**config.mk**
```make
export PLATFORM = sky130hd
export DESIGN_NAME = spi3w_regport
export DESIGN_NICKNAME = d
export VERILOG_FILES = /design/src/rtl/spi3w_pkg.sv /design/src/rtl/spi3w_sync.sv /design/src/rtl/spi3w_strap.sv /design/src/rtl/spi3w_txshift.sv /design/src/rtl/spi3w_ctrl.sv /design/src/rtl/spi3w_regport.sv
export SDC_FILE = /design/constraint.sdc
export NUM_CORES = 1
export LEC_CHECK = 0
export ABC_AREA = 1
export BUFFER_PORTS_ARGS = -buffer_cell sky130_fd_sc_hd__buf_2
export CELL_PAD_IN_SITES_DETAIL_PLACEMENT = 0
export CELL_PAD_IN_SITES_GLOBAL_PLACEMENT = 1
export CORE_UTILIZATION = 47
export DETAILED_ROUTE_END_ITERATION = 6
export GPL_TIMING_DRIVEN = 0
export PLACE_DENSITY = 0.86
export SETUP_SLACK_MARGIN = 0.4
export SYNTH_ARGS = -nofsm -noshare
export SYNTH_HDL_FRONTEND = slang
export SYNTH_SLANG_ARGS = --single-unit
```
**constraint.sdc**
```tcl
create_clock -name clk -period 3.2 [get_ports clk]
set_input_delay 0.64 -clock clk [delete_from_list [all_inputs] [get_ports clk]]
set_output_delay 0.64 -clock clk [all_outputs]
set_load 0.02 [all_outputs]
```
**src/rtl/spi3w_pkg.sv**
```systemverilog
package spi3w_pkg;

  // Controller phase
  typedef enum logic [1:0] {
    ST_HDR  = 2'd0,
    ST_DATA = 2'd1,
    ST_HOLD = 2'd2
  } st_e;

  // Length code carried in the header
  typedef enum logic [1:0] {
    LEN_ONE    = 2'd0,
    LEN_TWO    = 2'd1,
    LEN_THREE  = 2'd2,
    LEN_STREAM = 2'd3
  } len_e;

  // Byte budget for a length code; streaming has no budget (0)
  function automatic logic [1:0] len_bytes(input len_e c);
    logic [1:0] n;
    n = (c == LEN_STREAM) ? 2'd0 : (2'(c) + 2'd1);
    return n;
  endfunction

endpackage

```
**src/rtl/spi3w_sync.sv**
```systemverilog
module spi3w_sync #(
  parameter int          W       = 3,
  parameter int          STAGES  = 2,
  parameter logic [W-1:0] RST_VAL = '0
) (
  input  logic         clk,
  input  logic         rst_n,
  input  logic [W-1:0] d,
  output logic [W-1:0] q
);

  logic [W-1:0] stg [STAGES];

  genvar g;
  generate
    for (g = 0; g < STAGES; g++) begin : g_stage
      if (g == 0) begin : g_first
        always_ff @(posedge clk or negedge rst_n) begin
          if (!rst_n) stg[g] <= RST_VAL;
          else        stg[g] <= d;
        end
      end else begin : g_next
        always_ff @(posedge clk or negedge rst_n) begin
          if (!rst_n) stg[g] <= RST_VAL;
          else        stg[g] <= stg[g-1];
        end
      end
    end
  endgenerate

  assign q = stg[STAGES-1];

endmodule

```
**src/rtl/spi3w_strap.sv**
```systemverilog
module spi3w_strap (
  input  logic clk,
  input  logic rst_n,
  input  logic csn_raw,
  output logic port_en
);

  logic done_q;
  logic en_q;

  // One-shot capture of the select level on the first clock out of reset
  always_ff @(posedge clk or negedge rst_n) begin
    if (!rst_n) begin
      done_q <= 1'b0;
      en_q   <= 1'b0;
    end else if (!done_q) begin
      done_q <= 1'b1;
      en_q   <= ~csn_raw;
    end
  end

  assign port_en = en_q;

endmodule

```
**src/rtl/spi3w_txshift.sv**
```systemverilog
module spi3w_txshift #(
  parameter int W = 8
) (
  input  logic         clk,
  input  logic         rst_n,
  input  logic         load,
  input  logic         shift,
  input  logic [W-1:0] din,
  output logic         dout
);

  logic [W-1:0] sr_q;

  always_ff @(posedge clk or negedge rst_n) begin
    if (!rst_n)     sr_q <= '0;
    else if (load)  sr_q <= din;
    else if (shift) sr_q <= {sr_q[W-2:0], 1'b0};
  end

  assign dout = sr_q[W-1];

endmodule

```
**src/rtl/spi3w_ctrl.sv**
```systemverilog
module spi3w_ctrl
  import spi3w_pkg::*;
#(
  parameter int ADDR_W = 13,
  parameter int DATA_W = 8
) (
  input  logic              clk,
  input  logic              rst_n,
  input  logic              port_en,
  input  logic              csn_s,
  input  logic              sclk_s,
  input  logic              sdi_s,
  output logic [ADDR_W-1:0] addr_o,
  output logic              wr_o,
  output logic [DATA_W-1:0] wdata_o,
  output logic              rd_load_o,
  output logic              tx_shift_o,
  output logic              oe_o,
  output logic              sclk_rise_o,
  output logic              byte_done_o
);

  localparam int HDR_W = 3 + ADDR_W;
  localparam int CNT_W = $clog2(HDR_W);

  function automatic logic [ADDR_W-1:0] next_addr(input logic [ADDR_W-1:0] a);
    return a - ADDR_W'(1);
  endfunction

  logic              sclk_q;
  st_e               st_q;
  logic [CNT_W-1:0]  cnt_q;
  logic [HDR_W-2:0]  hdr_q;
  logic [DATA_W-2:0] rx_q;
  logic              rw_q;
  logic              stream_q;
  logic [1:0]        left_q;
  logic              wr_q;
  logic              oe_q;
  logic [DATA_W-1:0] wdata_q;
  logic [ADDR_W-1:0] addr_q;

  logic              active;
  logic              rise;
  logic              fall;
  logic [HDR_W-1:0]  hdr_full;
  len_e              len_w;
  logic              hdr_last;
  logic              in_data;
  logic              byte_done;
  logic              last_byte;

  assign active    = port_en & ~csn_s;
  assign rise      = active &  sclk_s & ~sclk_q;
  assign fall      = active & ~sclk_s &  sclk_q;
  assign hdr_full  = {hdr_q, sdi_s};
  assign len_w     = len_e'(hdr_full[HDR_W-2 -: 2]);
  assign hdr_last  = (st_q == ST_HDR) && rise && (cnt_q == CNT_W'(HDR_W-1));
  assign in_data   = (st_q == ST_DATA);
  assign byte_done = in_data && rise && (cnt_q == CNT_W'(DATA_W-1));
  assign last_byte = !stream_q && (left_q == 2'd1);

  always_ff @(posedge clk or negedge rst_n) begin
    if (!rst_n) begin
      sclk_q   <= 1'b0;
      st_q     <= ST_HDR;
      cnt_q    <= '0;
      hdr_q    <= '0;
      rx_q     <= '0;
      rw_q     <= 1'b0;
      stream_q <= 1'b0;
      left_q   <= '0;
      wr_q     <= 1'b0;
      oe_q     <= 1'b0;
      wdata_q  <= '0;
      addr_q   <= '0;
    end else begin
      sclk_q <= sclk_s;
      wr_q   <= 1'b0;
      // step past a byte that was just committed
      if (wr_q) addr_q <= next_addr(addr_q);

      if (!active) begin
        st_q  <= ST_HDR;
        cnt_q <= '0;
        oe_q  <= 1'b0;
      end else begin
        case (st_q)
          ST_HDR: begin
            if (rise) begin
              hdr_q <= hdr_full[HDR_W-2:0];
              cnt_q <= cnt_q + CNT_W'(1);
            end
            if (hdr_last) begin
              rw_q     <= hdr_full[HDR_W-1];
              left_q   <= len_bytes(len_w);
              stream_q <= (len_w == LEN_STREAM);
              addr_q   <= hdr_full[ADDR_W-1:0];
              cnt_q    <= '0;
              st_q     <= ST_DATA;
            end
          end
          ST_DATA: begin
            if (rd_load_o) oe_q <= 1'b1;
            if (rise) begin
              rx_q  <= {rx_q[DATA_W-3:0], sdi_s};
              cnt_q <= cnt_q + CNT_W'(1);
            end
            if (byte_done) begin
              cnt_q <= '0;
              if (!rw_q) begin
                wr_q    <= 1'b1;
                wdata_q <= {rx_q, sdi_s};
              end else begin
                addr_q <= next_addr(addr_q);
              end
              if (last_byte) begin
                st_q <= ST_HOLD;
                oe_q <= 1'b0;
              end else if (!stream_q) begin
                left_q <= left_q - 2'd1;
              end
            end
          end
          default: begin
            oe_q <= 1'b0;
          end
        endcase
      end
    end
  end

  assign rd_load_o   = in_data && rw_q && fall && (cnt_q == '0);
  assign tx_shift_o  = in_data && rw_q && fall && (cnt_q != '0);
  assign addr_o      = addr_q;
  assign wr_o        = wr_q;
  assign wdata_o     = wdata_q;
  assign oe_o        = oe_q;
  assign sclk_rise_o = rise;
  assign byte_done_o = byte_done;

endmodule

```
**src/rtl/spi3w_regport.sv**
```systemverilog
module spi3w_regport #(
  parameter int ADDR_W      = 13,
  parameter int DATA_W      = 8,
  parameter int SYNC_STAGES = 2
) (
  input  logic              clk,
  input  logic              rst_n,
  input  logic              sclk_i,
  input  logic              csn_i,
  input  logic              sdio_i,
  output logic              sdio_o,
  output logic              sdio_oe,
  output logic [ADDR_W-1:0] reg_addr,
  output logic              reg_wr,
  output logic [DATA_W-1:0] reg_wdata,
  output logic              reg_rd,
  input  logic [DATA_W-1:0] reg_rdata
);

  localparam int PIN_W = 3;

  logic [PIN_W-1:0] pins_s;
  logic             csn_s;
  logic             sclk_s;
  logic             sdi_s;
  logic             port_en;
  logic             rd_load;
  logic             tx_shift;
  logic             sclk_rise;
  logic             byte_done;

  spi3w_sync #(
    .W      (PIN_W),
    .STAGES (SYNC_STAGES),
    .RST_VAL(3'b101)
  ) sync_i (
    .clk  (clk),
    .rst_n(rst_n),
    .d    ({csn_i, sclk_i, sdio_i}),
    .q    (pins_s)
  );

  assign csn_s  = pins_s[2];
  assign sclk_s = pins_s[1];
  assign sdi_s  = pins_s[0];

  spi3w_strap strap_i (
    .clk    (clk),
    .rst_n  (rst_n),
    .csn_raw(csn_i),
    .port_en(port_en)
  );

  spi3w_ctrl #(
    .ADDR_W(ADDR_W),
    .DATA_W(DATA_W)
  ) ctrl_i (
    .clk        (clk),
    .rst_n      (rst_n),
    .port_en    (port_en),
    .csn_s      (csn_s),
    .sclk_s     (sclk_s),
    .sdi_s      (sdi_s),
    .addr_o     (reg_addr),
    .wr_o       (reg_wr),
    .wdata_o    (reg_wdata),
    .rd_load_o  (rd_load),
    .tx_shift_o (tx_shift),
    .oe_o       (sdio_oe),
    .sclk_rise_o(sclk_rise),
    .byte_done_o(byte_done)
  );

  spi3w_txshift #(
    .W(DATA_W)
  ) tx_i (
    .clk  (clk),
    .rst_n(rst_n),
    .load (rd_load),
    .shift(tx_shift),
    .din  (reg_rdata),
    .dout (sdio_o)
  );

  assign reg_rd = rd_load;

endmodule

```
==> summary.md, run 1 <==
| Metric | Value |
|---|---|
| Syn nets | 456 |
| I/O pins | 38 |
| Lkg Pwr | roughly 0.0021 uW |
| VDD IR-drop max | 0.000270 V |
| CP required | ~2.6 ns |
| CP peak stage delay | 0.40 ns |
| Total die area | 0.00783 sq mm |
| Hpwl dp | 5.24 mm |
| Via density | 4.87 |
| Failing checks | DRC |
| Avg Inst Size Synth | 8.03 sq um |
| Chip Height | 88.5 um |
| Worst r2r src | ctrl_i.cnt_q[1]$_DFFE_PN0N_ |
| Worst min path class | in -> async |
| Vias | 2881 |
| Crit Path Category | reg -> out |
| Layout Nets | 505 |
| Pwr per Cell Area | 471 mW/mm^2 |
| Die W | 88.5 um |
| Fin util | 56.1% |
| Outcome | finished, violations left |
| Routed wire length | 7.36 mm |
| Final Skew | 0.00849 ns |
| Maxcap violations | 0 |
| CTS Sinks | 72 |
| Post-CTS Setup Inserts | 0 |
| CP startpoint | ctrl_i.cnt_q[0]$_DFFE_PN0N_ |
| Tot GR Track Use | 21.5% |
| # DRC | 2 |
| Final setup vio count | 0 |
| Vias in the first global route | 2751 |
| Largest net degree at the start of global routing | 38 |
| RSZ-0062 raised after global routing | false |
| Slew Limit Fails | 0 |
| IO buf count | 37 |
| Worst EP arrival | 1.88 ns |
| DR WL/cell | 12.5 um |
| Reg-to-reg endpoint | ctrl_i.addr_o[10]$_DFF_PN0_ |
| Crit. End Element | primary output |
| Post-Synthesis Cells | approximately 440 |
| Synthesis-to-finish area growth | 15.7% |
| Total CTS buffers | 9 |
| Synthesized area | ~0.0035 sq mm |
| R2R depth | 8 |
| Core Footprint | 0.00725 sq mm |
| FF-to-FF setup slack | around 1.3 ns |
| ANT cells | 0 |
| Setup crit start kind | flip-flop |
| Post-synth cell types | 33 |
| Crit path capture | reg_rd |
| Top cell by count, worst path | inv_1 |
| Crit path max fanout | 8 |
| Post-CTS Hold Fix Bufs | 0 |
| Maximum clock frequency | 397 MHz |
| Max Buffers Root-to-Sink | 2 |
| Fraction of layout cells with a size suffix above 1 | 16.7% |
| Seq cells post-synth | a little over 70 |
| Final min period | 2.52 ns |
| Hold WS | approximately 0.25 ns |
| Synthesis Warnings | 0 |
| CTS HTree Levels | 3 |
| Post-route clock period utilization | 78.7% |
| Initial Utilization | 48.5% |
| Post-CTS Resized | 0 |
| Setup TNS | 0 ns |
| CTS root buf | clkbuf_8 |
| TritonRoute pass-1 iters | 6 |
| GP Congestion | 0.760 |
| First-pass GRT wire length | 12.7 mm |
| FP Rows | 31 |
| Worst path slowest cell | dfrtp_1 |
| Seq/Total Area, Yosys | 51.4% |
| Congestion Overflow GR | 0 |
| DR iter-0 viols | 153 |
| Crit-path cells | inv_1 > ha_1 > nand3_1 > inv_1 > nand2_1 > inv_1 > buf_2 |
| Antenna-violating nets left | 0 |
| Final Hold Viols | 0 |
| Latest clock arrival within the worst-skew pair | 0.34 ns |
| CTS tree | built |
| Initial antenna violation count | 0 |
| Worst-path clk slew | roughly 0.080 ns |
-- worst min-delay path by stage --
stage / from / endpoint / cells after the start
6_report: rst_n / ctrl_i.addr_o[8]$_DFF_PN0_ / 1
5_1_grt: rst_n / ctrl_i.addr_o[8]$_DFF_PN0_ / 1
4_1_cts: rst_n / ctrl_i.addr_o[8]$_DFF_PN0_ / 1
3_5_place_dp: sync_i.stg[4]$_DFF_PN0_ / sync_i.q[1]$_DFF_PN0_ / 0
3_3_place_gp: sync_i.stg[4]$_DFF_PN0_ / sync_i.q[1]$_DFF_PN0_ / 0
2_1_floorplan: sync_i.stg[4]$_DFF_PN0_ / sync_i.q[1]$_DFF_PN0_ / 0
-- critical path, delay by kind of cell (launching register included) --
kind	cells	cell delay (ns)
flops	1	0.40
simple gates	2	0.36
buf+inv	4	0.61
fa+ha+maj	1	0.16
-- flip-flops by register name, summed over array words and instances (netlist names), 2 cells and up --
| name | flops |
|---|---|
| ctrl_i.st_q | 2 |
| ctrl_i.wdata_o | 8 |
| ctrl_i.addr_o | 13 |
| ctrl_i.rx_q | 7 |
| ctrl_i.left_q | 2 |
| sync_i.stg | 3 |
| sync_i.q | 3 |
| ctrl_i.cnt_q | 4 |
| tx_i.sr_q | 8 |
| ctrl_i.hdr_q | 15 |
-- layer usage --
layer / up-vias / share of wire, % / global-route usage (%)
li1: 1493 / - / -
met1: 1329 / 52 / 29.5
met2: 47 / 44 / 33.9
met3: 12 / 2.4 / 3.08
met4: 0 / 2.0 / 9.53
met5: - / 0 / 0
-- metrics by stage --
step	area, sq um	setup WS (ns)	total power (uW)	std cells
2_1_floorplan	3520	1.32	1080	438
3_3_place_gp	3830	1.03	1120	574
3_5_place_dp	3850	1.01	1130	575
4_1_cts	4070	0.634	1930	591
5_1_grt	4070	0.505	2000	591
6_report	4070	0.680	1920	591
-- report_power, final --
group | total [uW] | leakage, uW | internal, uW | switching (uW)
registers | 1000 | 0.000924 | 966 | 33.5
clock network | 803 | 0.000106 | 459 | 343
logic | 114 | 0.00107 | 42.4 | 72.0
-- cell type report --
class | count | area, sq um
Tap cell | 99 | 124
Clock buffer | 11 | 141
Fill cell | 703 | 3180
Clock inverter | 5 | 80.1
Timing Repair Buffer | 38 | 208
Buffer | 9 | 51.3
Multi-Input combinational cell | 301 | 1450
Sequential cell | 72 | 1810
Inverter | 56 | 210
-- cell usage after synthesis, drive strengths merged --
master | n | area (sq um)
o21ai | 38 | 198
nand3 | 31 | 165
nor2 | 54 | 220
nor3 | 3 | 26.3
mux2 | 3 | 33.8
inv | 55 | 206
dfstp | 4 | 105
clkbuf | 4 | 15.0
a21oi | 14 | 70.1
dfrtp | 68 | 1700
ha | 5 | 62.6
conb | 1 | 3.75
nand2 | 128 | 490
a31oi | 8 | 50.1
clkinv | 1 | 3.75
o211ai | 3 | 22.5
buf | 5 | 36.3
a21boi | 1 | 7.51
xor2 | 6 | 52.6
xnor2 | 1 | 8.76
nand4 | 2 | 18.8
o22ai | 3 | 18.8
-- cells in the final DEF (no fill, tap or decap), types with 3 or more instances in the layout --
master    Yosys  final
nand2_1     124    124
dfrtp_1      68     68
inv_1        51     51
nor2_1       51     51
buf_2         2     38
o21ai_0      35     35
nand3_1      29     29
a21oi_1      14     14
clkbuf_8      0     10
a31oi_1       8      8
xor2_1        6      6
clkbuf_1      4      5
ha_1          5      5
inv_2         4      4
nand2_2       4      4
dfstp_2       4      4
buf_4         2      3
o211ai_1      3      3
mux2_2        3      3
o22ai_1       3      3
-- logic make-up (layout without fill, tap and decap cells) --
family | after synthesis | in the layout | share of synthesized area [%]
compound gates | 67 | 67 | 10.4
fa+ha+maj | 5 | 5 | 1.78
buf+inv | 65 | 119 | 7.43
other cells | 1 | 1 | 0.107
xor+xnor | 7 | 7 | 1.74
flops | 72 | 72 | 51.4
simple gates | 218 | 218 | 26.2
mux | 3 | 3 | 0.960
No activity file was read; power rests on OpenSTA's default activity.
==> run 2: changes to the inputs <==
--- a/config.mk
+++ b/config.mk
@@ -9,10 +9,10 @@
 export BUFFER_PORTS_ARGS = -buffer_cell sky130_fd_sc_hd__buf_2
 export CELL_PAD_IN_SITES_DETAIL_PLACEMENT = 0
 export CELL_PAD_IN_SITES_GLOBAL_PLACEMENT = 1
-export CORE_UTILIZATION = 47
+export CORE_UTILIZATION = 39
 export DETAILED_ROUTE_END_ITERATION = 6
 export GPL_TIMING_DRIVEN = 0
-export PLACE_DENSITY = 0.86
+export PLACE_DENSITY = 0.76
 export SETUP_SLACK_MARGIN = 0.4
 export SYNTH_ARGS = -nofsm -noshare
 export SYNTH_HDL_FRONTEND = slang
==> constraint.sdc (replaced) <==
create_clock -name clk -period 2.25 [get_ports clk]
set_input_delay 0.45 -clock clk [delete_from_list [all_inputs] [get_ports clk]]
set_output_delay 0.45 -clock clk [all_outputs]
set_load 0.02 [all_outputs]
==> run 2 against run 1 <==
Sequential power is 42% higher. Sequential cell count did not move. Power up 39%. Largest power group unchanged. The run now ends clean. Die area grew 20%. Critical endpoint unchanged. Global-route usage shrank 3.2 points. Routed wire length rose by 7.9%.
==> summary.md, run 2 (synthesized netlist as in run 1, its figures left out) <==
| Metric | Value |
|---|---|
| Fraction of layout cells with a size suffix above 1 | 23.8% (+7.2 points) |
| Final Hold Viols | 0 (unchanged) |
| GP Congestion | 0.802 (+5.4%) |
| DR iter-0 viols | 153 (unchanged) |
| Final Skew | 0.0161 ns (+0.00765 ns) |
| Outcome | finished, final reports clean |
| Pwr per Cell Area | 615 mW/mm^2 (+31%) |
| Final setup vio count | 0 (unchanged) |
| Post-route clock period utilization | 83.4% |
| Core Footprint | 0.00872 sq mm (+20%) |
| Die W | 97.0 um (+9.6%) |
| VDD IR-drop max | 0.000365 V (+35%) |
| Worst EP arrival | 1.43 ns (-0.45 ns) |
| Hpwl dp | 5.35 mm (+1.9%) |
| Slew Limit Fails | 0 (unchanged) |
| CTS HTree Levels | 3 (unchanged) |
| Setup TNS | 0 ns (unchanged) |
| Initial Utilization | 40.3% (-8.2 points) |
| Total power | 2660 uW (+39%) |
| Vias in the first global route | 2900 (+5.4%) |
| Total die area | 0.00940 sq mm (+20%) |
| Final min period | 1.88 ns |
| DR WL/cell | 12.8 um (+2.9%) |
| Worst-path clk slew | 0.09 ns (about the same) |
| Setup crit start kind | flip-flop |
| FP Rows | 34 (+9.7%) |
| I/O pins | 38 (unchanged) |
| Worst min path class | in -> async |
| Crit Path Category | reg -> out |
| CP required | 1.80 ns (-0.76 ns) |
| Largest net degree at the start of global routing | 43 (+13%) |
| Total CTS buffers | 9 (unchanged) |
| Maximum clock frequency | 533 MHz |
| Maxcap violations | 0 (unchanged) |
| Latest clock arrival within the worst-skew pair | 0.36 ns (+0.02 ns) |
| Tot GR Track Use | 18.2% (-3.2 points) |
| # DRC | 0 (-2) |
| Antenna-violating nets left | 0 (unchanged) |
| Chip Height | 97.0 um (+9.6%) |
| RSZ-0062 raised after global routing | true |
| Congestion Overflow GR | 0 (unchanged) |
| Lkg Pwr | 0.00223 uW (+5.9%) |
| Most frequent cells in the layout | nand2_1, dfrtp_1, nor2_1 |
| ANT cells | 0 (unchanged) |
| Post-CTS Hold Fix Bufs | 0 (unchanged) |
| TritonRoute pass-1 iters | 4 (-2) |
| FF-to-FF setup slack | 0.50 ns (-0.84 ns) |
| CTS Sinks | 72 (unchanged) |
| IO buf count | 37 (unchanged) |
| Crit. End Element | primary output |
| Largest register FFs | 15 (unchanged) |
| Layout Nets | 525 (+4.0%) |
| Initial antenna violation count | 0 (unchanged) |
| R2R depth | 10 (+2) |
| Vias | 2975 (+3.3%) |
| Largest Register | ctrl_i.hdr_q |
| Via density | 4.80 (-1.6%) |
| Max Buffers Root-to-Sink | 2 (unchanged) |
| Most common cell after layout, fill and taps aside | nand2_1 |
| CTS root buf | clkbuf_8 |
| First-pass GRT wire length | 13.8 mm (+8.1%) |
| CTS tree | built |
| Worst r2r src | ctrl_i.cnt_q[1]$_DFFE_PN0N_ |
| Routed wire length | 7.94 mm (+7.9%) |
| Crit path max fanout | 2 (-6) |
| Reg-to-reg endpoint | ctrl_i.addr_o[10]$_DFF_PN0_ |
| Synthesis-to-finish area growth | 22.9% |
-- run 2: cell types whose count changed in the layout (fill, tap and decap cells not counted), moves of 3 or more --
cell     change
inv_1        -5
nor2_1       -3
inv_2        +4
buf_4       +19
nand2_4      +3
nand2_1      -4
-- run 2: critical path: stages, from the launching register on --
cell and delay [ns]:
dfrtp_1 0.42, nor2_4 0.14, buf_6 0.12, nand2_4 0.06, nor2_4 0.10, nand2_2 0.07, inv_2 0.06, buf_6 0.11
-- run 2: where the power goes --
group / switching, uW / internal [uW]
logic: 106 / 65.7
registers: 50.1 / 1370
clock network: 543 / 521
-- run 2: timing repair --
action	in CTS	in global routing
cloned	0	1
gates resized for setup	18	18
setup buffers	10	9
endpoints found under the setup margin	5	35
pin swaps	5	7
-- run 2: worst max path at each step --
stage               slack (ns)                          end                   startpoint
detailed placement        0.25                       reg_rd  ctrl_i.cnt_q[0]$_DFFE_PN0N_
floorplan                 0.56                       reg_rd  ctrl_i.cnt_q[0]$_DFFE_PN0N_
global route              0.31                       reg_rd   ctrl_i.st_q[1]$_DFFE_PN0P_
CTS                       0.35  ctrl_i.addr_o[10]$_DFF_PN0_  ctrl_i.cnt_q[1]$_DFFE_PN0N_
finish                    0.37                       reg_rd   ctrl_i.st_q[1]$_DFFE_PN0P_
global placement          0.26     strap_i.done_q$_DFF_PN0_                        rst_n
-- run 2: routing by layer --
layer	up-vias	GRT usage [%]	routed length (um)
met4	0	7.58	136
met1	1373	24.9	4050
met2	51	28.9	3530
li1	1538	-	-
met5	-	0	0
met3	13	2.96	226
-- run 2: cell type report --
| type | count | area [sq um] |
|---|---|---|
| sequential | 72 | 1810 |
| timing repair buffer | 58 | 364 |
| clock buffer | 9 | 124 |
| inverter | 56 | 216 |
| clock inverter | 7 | 78.8 |
| buffer | 9 | 58.8 |
| multi-input combinational | 301 | 1540 |
| tap | 108 | 135 |
| fill | 893 | 4400 |
-- run 2: through the flow --
step	worst slack (ns)	cells	util, %	cell area [sq um]	hold slack [ns]
after detailed placement	0.254	584	44.3	3860	0.335
after floorplan	0.561	438	-	3520	0.154
after CTS	0.347	610	48.2	4200	0.0225
final	0.374	620	49.6	4320	0.0157
after global placement	0.256	583	44.0	3840	0.336
after global routing	0.312	620	49.6	4320	0.0457
